==> config.mk <==
export PLATFORM = sky130hd
export DESIGN_NAME = tlb_repl_tracker
export DESIGN_NICKNAME = d
export VERILOG_FILES = /design/src/rtl/tlb_repl_pkg.sv /design/src/rtl/tlb_age_touch.sv /design/src/rtl/tlb_victim_sel.sv /design/src/rtl/tlb_ctr_step.sv /design/src/rtl/tlb_repl_tracker.sv
export SDC_FILE = /design/constraint.sdc
export NUM_CORES = 1
export LEC_CHECK = 0
export ABC_CLOCK_PERIOD_IN_PS = 2780
export CAP_MARGIN = 5
export CORE_MARGIN = 3
export CORE_UTILIZATION = 35
export CTS_CLUSTER_DIAMETER = 80
export DETAILED_ROUTE_END_ITERATION = 10
export MAX_ROUTING_LAYER = met4
export PLACE_DENSITY = 0.69
export REMOVE_ABC_BUFFERS = 1
export SLEW_MARGIN = 20
export SYNTH_ARGS = -nofsm -noshare
export SYNTH_HDL_FRONTEND = slang
export SYNTH_SLANG_ARGS = --single-unit
export TNS_END_PERCENT = 1
==> constraint.sdc <==
create_clock -name clk -period 2.78 [get_ports clk]
set_input_delay 0.695 -clock clk [delete_from_list [all_inputs] [get_ports clk]]
set_output_delay 0.695 -clock clk [all_outputs]
set_load 0.01 [all_outputs]
==> src/rtl/tlb_repl_pkg.sv <==
package tlb_repl_pkg;
  localparam int CTL_W    = 32;
  localparam int WAYS     = 4;
  localparam int IDX_W    = $clog2(WAYS);
  localparam int AGE_W    = 8;
  localparam int AGE_LSB  = CTL_W - AGE_W;
  localparam int CTR_W    = 6;
  localparam int CTR_LSB  = 10;
  localparam int BND_LSB  = 18;
  localparam int CTR_MAX  = (1 << CTR_W) - 1;

  typedef logic [AGE_W-1:0] age_t;
  typedef logic [CTR_W-1:0] ctr_t;
  typedef logic [IDX_W-1:0] way_t;

  function automatic age_t touch_and(way_t w);
    case (w)
      2'd0:    return 8'h1F;
      2'd1:    return 8'hE7;
      2'd2:    return 8'hFB;
      default: return 8'hFF;
    endcase
  endfunction

  function automatic age_t touch_or(way_t w);
    case (w)
      2'd0:    return 8'h00;
      2'd1:    return 8'h80;
      2'd2:    return 8'h50;
      default: return 8'h2C;
    endcase
  endfunction

  function automatic age_t sel_mask(int w);
    case (w)
      0:       return 8'hE0;
      1:       return 8'h98;
      2:       return 8'h54;
      default: return 8'h2C;
    endcase
  endfunction

  function automatic age_t sel_val(int w);
    case (w)
      0:       return 8'hE0;
      1:       return 8'h18;
      2:       return 8'h04;
      default: return 8'h00;
    endcase
  endfunction

  function automatic ctr_t ctr_advance(ctr_t c, ctr_t bnd);
    logic [CTR_W:0] inc;
    inc = {1'b0, c} + 1'b1;
    if (((bnd != '0) && (inc > {1'b0, bnd})) || (inc > (CTR_W+1)'(CTR_MAX)))
      return '0;
    return inc[CTR_W-1:0];
  endfunction
endpackage

==> src/rtl/tlb_age_touch.sv <==
module tlb_age_touch
  import tlb_repl_pkg::*;
(
  input  age_t age_in,
  input  way_t way,
  output age_t age_out
);
  assign age_out = (age_in & touch_and(way)) | touch_or(way);
endmodule

==> src/rtl/tlb_victim_sel.sv <==
module tlb_victim_sel
  import tlb_repl_pkg::*;
(
  input  age_t         age,
  output logic [WAYS-1:0] way_match,
  output way_t         victim,
  output logic         none
);
  for (genvar g = 0; g < WAYS; g++) begin : g_cmp
    assign way_match[g] = (age & sel_mask(g)) == sel_val(g);
  end

  always_comb begin
    victim = '0;
    for (int i = WAYS - 1; i >= 0; i--) begin
      if (way_match[i]) victim = way_t'(i);
    end
  end

  assign none = ~|way_match;
endmodule

==> src/rtl/tlb_ctr_step.sv <==
module tlb_ctr_step
  import tlb_repl_pkg::*;
(
  input  ctr_t ctr,
  input  ctr_t bnd,
  output ctr_t ctr_next,
  output logic wrapped
);
  assign ctr_next = ctr_advance(ctr, bnd);
  assign wrapped  = (ctr_next == '0);
endmodule

==> src/rtl/tlb_repl_tracker.sv <==
module tlb_repl_tracker
  import tlb_repl_pkg::*;
(
  input  logic              clk,
  input  logic              rst_n,
  input  logic              hit_valid,
  input  logic [IDX_W-1:0]  hit_idx,
  input  logic              refill,
  input  logic              utlb_access,
  input  logic              sw_we,
  input  logic [CTL_W-1:0]  sw_wdata,
  output logic [CTL_W-1:0]  ctl_reg,
  output logic [IDX_W-1:0]  victim_idx,
  output logic              victim_err,
  output logic [CTR_W-1:0]  ctr_value
);
  logic [CTL_W-1:0] ctl_q, ctl_d;
  age_t             age_now, age_touched;
  logic [WAYS-1:0]  way_match;
  way_t             victim_w, touch_way;
  logic             touch_en;
  ctr_t             ctr_now, bnd_now, ctr_nxt;
  logic             ctr_wrapped;

  assign age_now   = ctl_q[CTL_W-1 -: AGE_W];
  assign ctr_now   = ctl_q[CTR_LSB +: CTR_W];
  assign bnd_now   = ctl_q[BND_LSB +: CTR_W];

  tlb_victim_sel u_sel (
    .age       (age_now),
    .way_match (way_match),
    .victim    (victim_w),
    .none      (victim_err)
  );

  assign touch_en  = refill | hit_valid;
  assign touch_way = refill ? victim_w : hit_idx;

  tlb_age_touch u_touch (
    .age_in  (age_now),
    .way     (touch_way),
    .age_out (age_touched)
  );

  tlb_ctr_step u_ctr (
    .ctr      (ctr_now),
    .bnd      (bnd_now),
    .ctr_next (ctr_nxt),
    .wrapped  (ctr_wrapped)
  );

  always_comb begin
    ctl_d = ctl_q;
    if (sw_we) begin
      ctl_d = sw_wdata;
    end else begin
      if (touch_en)    ctl_d[CTL_W-1 -: AGE_W]  = age_touched;
      if (utlb_access) ctl_d[CTR_LSB +: CTR_W] = ctr_nxt;
    end
  end

  always_ff @(posedge clk or negedge rst_n) begin
    if (!rst_n) ctl_q <= '0;
    else        ctl_q <= ctl_d;
  end

  assign ctl_reg    = ctl_q;
  assign victim_idx = victim_w;
  assign ctr_value  = ctr_now;
endmodule

Word-level counts from Yosys, hierarchy flattened --
Index checks and enable logic that the tools add are counted.
Operators by class: shift-type cells 0, bitwise logic cells 3, muxes and demuxes 14, multipliers 0, div/mod/pow operators 0, magnitude comparators 2, equality and inequality tests 5, add/sub/neg operators 1, reduce and logical (&&, ||, !) cells 9
Operator list (count):
- $pmux W8 S3 | 2
- $mux W6 | 4
- $mux W8 | 2
- $mux W2 | 5
- $and A8 B8 Y8 | 1
- $logic_not A8 Y1 | 1
- $or A8 B8 Y8 | 1
- $add A6 B1 Y7 const B | 1
- $gt A7 B6 Y1 | 1
- $gt A7 B6 Y1 const B | 1
- $reduce_bool A6 Y1 | 1
- $reduce_bool A2 Y1 | 2
- $reduce_or A4 Y1 | 1
- $eq A3 B1 Y1 const B | 1
- $eq A3 B2 Y1 const B | 1
- $eq A3 B3 Y1 const B | 1
- $eq A2 B1 Y1 const B | 1
- $eq A2 B2 Y1 const B | 1
- $logic_not A2 Y1 | 1
- $logic_and A1 B1 Y1 | 1
- $logic_not A1 Y1 | 1
- $logic_or A1 B1 Y1 | 1
- $mux W1 | 1
- $or A1 B1 Y1 | 1
Storage, ports and cells: logic and storage cells 37, memory bits (writable) 0, memories kept 0, input bits 40, register bits after elaboration 32, latch bits 0, output and inout bits 41, ROM bits 0

Depth between registers and ports, before layout --
depth after elaboration 12, mapped depth 9, mapped depth without buffers 9

Hierarchy --
Synthesis repeated with hierarchy kept, for this count alone.
Unflattened totals: cell total of the unflattened synthesis 196, area total of the unflattened synthesis 2016.9 µm²
Modules (own cells, without submodules):
- tlb_repl_tracker | area each 1453.9 µm², seq. area each 800.8 µm², cells an instance 116, instances 1
- tlb_ctr_step | area each 376.6 µm², seq. area each 0.0 µm², cells an instance 53, instances 1
- tlb_age_touch | area each 123.9 µm², seq. area each 0.0 µm², cells an instance 20, instances 1
- tlb_victim_sel | area each 62.6 µm², seq. area each 0.0 µm², cells an instance 7, instances 1

Worst setup path after synthesis --
Ideal clock, no wire load.
kind register to register, from register ctl_q[10], in the netlist ctl_reg[10], to register ctl_q[11], in the netlist ctl_reg[11], required time 2655 ps, library setup time 125 ps, path slack 467 ps, stages on the path, launching flop included 10, arrival time 2188 ps, buffers on the path 0, period minus slack after synthesis 2313 ps, path through dfrtp_1 -> ha_1 -> nand3_1 -> xnor2_1 -> ha_1 -> nand3_1 -> a21o_1 -> a21oi_1 -> o32ai_1 -> mux2_2
On the way: longest elaborated chain between the ends 8, elaborated cells between the ends (all ways) 9, classes of those cells 1 x add/sub; 2 x order compare; 4 x mux; 2 x reduce/logical
RTL lines:
- start: declaration | RTL line tlb_repl_tracker.sv:17 | logic [CTL_W-1:0] ctl_q, ctl_d;
- start signal: assignment | RTL line tlb_repl_tracker.sv:64 | else ctl_q <= ctl_d;
- $add A6 B1 Y7 (*) | RTL line tlb_repl_pkg.sv:54 | inc = {1'b0, c} + 1'b1;
- $gt A7 B6 Y1 | RTL line tlb_repl_pkg.sv:55 | if (((bnd != '0) && (inc > {1'b0, bnd})) || (inc > (CTR_W+1)'(CTR_MAX)))
- $logic_and A1 B1 Y1 | RTL line tlb_repl_pkg.sv:55
- $logic_or A1 B1 Y1 | RTL line tlb_repl_pkg.sv:55
- $mux W1 | RTL line tlb_repl_pkg.sv:55
- $mux W6 (*) | RTL line tlb_repl_pkg.sv:57 | return inc[CTR_W-1:0];
- $mux W6 (*) | RTL line tlb_repl_tracker.sv:58 | if (utlb_access) ctl_d[CTR_LSB +: CTR_W] = ctr_nxt;
- $mux W6 (*) | RTL line tlb_repl_tracker.sv:54 | if (sw_we) begin
Every way passes the cells marked *; elsewhere a longest branch is shown, timed or not. The select of a mux whose other input is x is not followed. A chain may end at the register's enable or synchronous reset.

Worst setup path in the final report --
Ends and elaborated chain as after synthesis.

==> results_dict.tcl <==
set metrics [dict create \
    cpMaxStageDelayCell "dfrtp_1" \
    critical_path.max_stage_delay_ps 520 \
    hpwl_um 3400 \
    clock_latency_ps 280 \
    cts_buffers 5 \
    crit_chain "ha_1, nand3_1, xnor2_1, ha_1, nand3_1, a21o_1, a21oi_2, o32ai_1, mux2_2" \
    core_area_um2 4880 \
    design_area_um2 2770 \
    clockBufferDepth 2 \
    final_nets 304 \
    cp_num_buf_inv 0 \
    vias_per_cell 4.81 \
    rows 25 \
    first_pass_iters 4 \
    drive_gt1_frac 0.146 \
    grt_pass1_vias 1545 \
    status "finished, final reports clean" \
    die_w_um 78.0 \
    critPathMaxFanout 9 \
    finClkSkew_ps 3.30 \
    period_minus_slack_ps 2490 \
    n_antenna_cell 0 \
    grt_antenna_before_repair 0 \
    rsz0062_at_grt "no" \
    setup_viol 0 \
    tns_ps 0 \
    areaGrowthSynthToFinish_pct 52.9 \
    drt_iter0_drc 98 \
    critPathCaptureType "flop" \
    cap_violations 0 \
    ant_nets 0 \
    grt_start_max_net_pins 33 \
    power.density_nw_per_um2 559 \
    place.gp.congestion 0.898 \
    die_area_um2 6080 \
    die_h_um 78.0 \
    cts.sinks 32 \
    start_kind "flop" \
    tightest_slew_ps 602 \
    clk_pin_slew_ps 70 \
    r2r_start "ctl_reg[10]$_DFFE_PN0P_" \
    startpoint "ctl_reg[10]$_DFFE_PN0P_" \
    pin_count 81 \
    htreeDepth 2 \
    arrival_ps 2660 \
    synthCells 172 \
    port_buffers 80 \
    grt_pass1_wl_um 7510 \
    min_from "ctl_reg[4]$_DFFE_PN0P_" \
    vias 1538 \
    ys_types 35 \
    drc 0 \
    path_delay_family "compound AO/OA/AOI/OAI gates" \
    clock.fmax_mhz 402 \
    yosysSeqAreaShare 0.441 \
    cts_tree "yes" \
    wl_um 4450 \
    cp_data_required_time_ps 2950 \
    synth.cell_area_um2 1810 \
    slew_viol_final 0 \
    p_leak_nw 1.17 \
    ys_warn_count 0 \
    critical_path_class "reg2reg" \
    initial_utilization 0.372 \
    grt_usage 0.158 \
    root_buffer "clkbuf_8" \
    wire_per_inst_um 13.9 \
    min_period_over_period 0.895 \
    dpl-instance-area_um2 2660 \
    min_path_type "reg2reg" \
    grt-ovfl-total 0 \
    ys_ff_latch 32 \
    ir_drop_uv 402 \
    r2r_setup_slack_ps 290 \
    maxSlewHeadroom 0.598 \
    avgSynthCellArea_um2 10.5 \
    hold_viol 0 \
]
==> layout make-up <==
class | instances | area (um^2)
Clock buffer | 5 | 68.8
Fill cell | 468 | 2110
Tap cell | 67 | 83.8
Multi-Input combinational cell | 119 | 915
Clock inverter | 3 | 42.5
Inverter | 10 | 37.5
Timing Repair Buffer | 84 | 826
Sequential cell | 32 | 801
==> cells by family (layout without fill, tap and decap cells) <==
family | count (synthesis) | after routing | share of synthesized area
AOI/OAI and AO/OA | 34 | 34 | 0.137
xor gates and xnor gates | 4 | 4 | 0.0193
adders and majority gates | 12 | 12 | 0.0828
buffers and inverters | 21 | 102 | 0.0565
DFF | 32 | 32 | 0.441
muxes | 20 | 20 | 0.122
and+or+nand+nor | 49 | 49 | 0.141
==> cell usage after synthesis <==
cell type / count / area [um^2]
a21o_1: 2 / 15.0
a21oi_1: 5 / 25.0
a2bb2oi_1: 2 / 17.5
a31oi_4: 2 / 42.5
buf_1: 1 / 3.75
buf_2: 1 / 5.00
buf_4: 6 / 45.0
clkbuf_1: 3 / 11.3
dfrtp_1: 32 / 801
ha_1: 12 / 150
inv_1: 9 / 33.8
inv_2: 1 / 3.75
mux2_2: 17 / 191
mux2i_1: 3 / 30.0
nand2_1: 15 / 56.3
nand2b_1: 5 / 31.3
nand3_1: 5 / 25.0
nand3b_1: 2 / 15.0
nor2_1: 9 / 33.8
nor2b_1: 5 / 31.3
nor3_1: 1 / 5.00
nor3b_1: 4 / 30.0
nor4_1: 1 / 6.26
o2111ai_1: 1 / 8.76
o21ai_0: 10 / 50.1
o21ai_1: 4 / 20.0
o21ai_2: 1 / 8.76
o2bb2ai_1: 1 / 8.76
o31a_1: 4 / 35.0
o31ai_1: 1 / 7.51
o32ai_1: 1 / 8.76
or3_4: 1 / 11.3
or3b_4: 1 / 11.3
xnor2_1: 2 / 17.5
xor2_1: 2 / 17.5
==> where the power goes <==
group / leakage [nW] / total, mW / internal [mW] / switching, mW
logic: 0.735 / 0.531 / 0.306 / 0.225
registers: 0.380 / 0.574 / 0.518 / 0.0560
clock network: 0.0541 / 0.445 / 0.265 / 0.180
==> metal layers <==
layer	global-route usage	routed length (um)	vias up
li1	-	-	752
met1	0.197	1950	719
met2	0.243	2120	61
met3	0.0545	338	6
met4	0.0437	50	0
met5	-	0	-
==> final timing paths <==
check / endpoint / cells past startpoint
hold / removal: ctl_reg[4]$_DFFE_PN0P_ / 1
max in group asynchronous: ctl_reg[0]$_DFFE_PN0P_ / 2
hold reg to reg: ctl_reg[4]$_DFFE_PN0P_ / 1
min in group asynchronous: async pin / 2
setup / recovery: ctl_reg[11]$_DFFE_PN0P_ / 9
setup reg to reg: ctl_reg[11]$_DFFE_PN0P_ / 9
==> stage by stage <==
step	power, mW	hold WS, ps	util	setup slack [ps]	instances
floorplan	0.826	399	-	404	161
global placement	1.10	489	0.545	281	312
detailed placement	1.11	499	0.545	209	312
CTS	1.57	514	0.568	198	320
global route	1.65	523	0.568	137	320
finish	1.55	509	0.568	292	320
==> layout by cell type, fill, tap and decap left out, drive strengths merged, types with 3 or more instances in the layout <==
cell type and instances:
nand2b 5, clkdlybuf4s50 79, nand3 5, nor2b 5, o21ai 15, nor3b 4, inv 10, nor2 9
clkbuf 5, mux2 17, a21oi 5, dfrtp 32, o31a 4, mux2i 3, ha 12, nand2 15
buf 5
==> repair_timing <==
action / CTS / global route
resized for setup: 0 / 1
endpoints found under the setup margin: 0 / 4
hold buffers: 0 / 0
buffers inserted: 0 / 0
(Power assumes the default switching activity.)
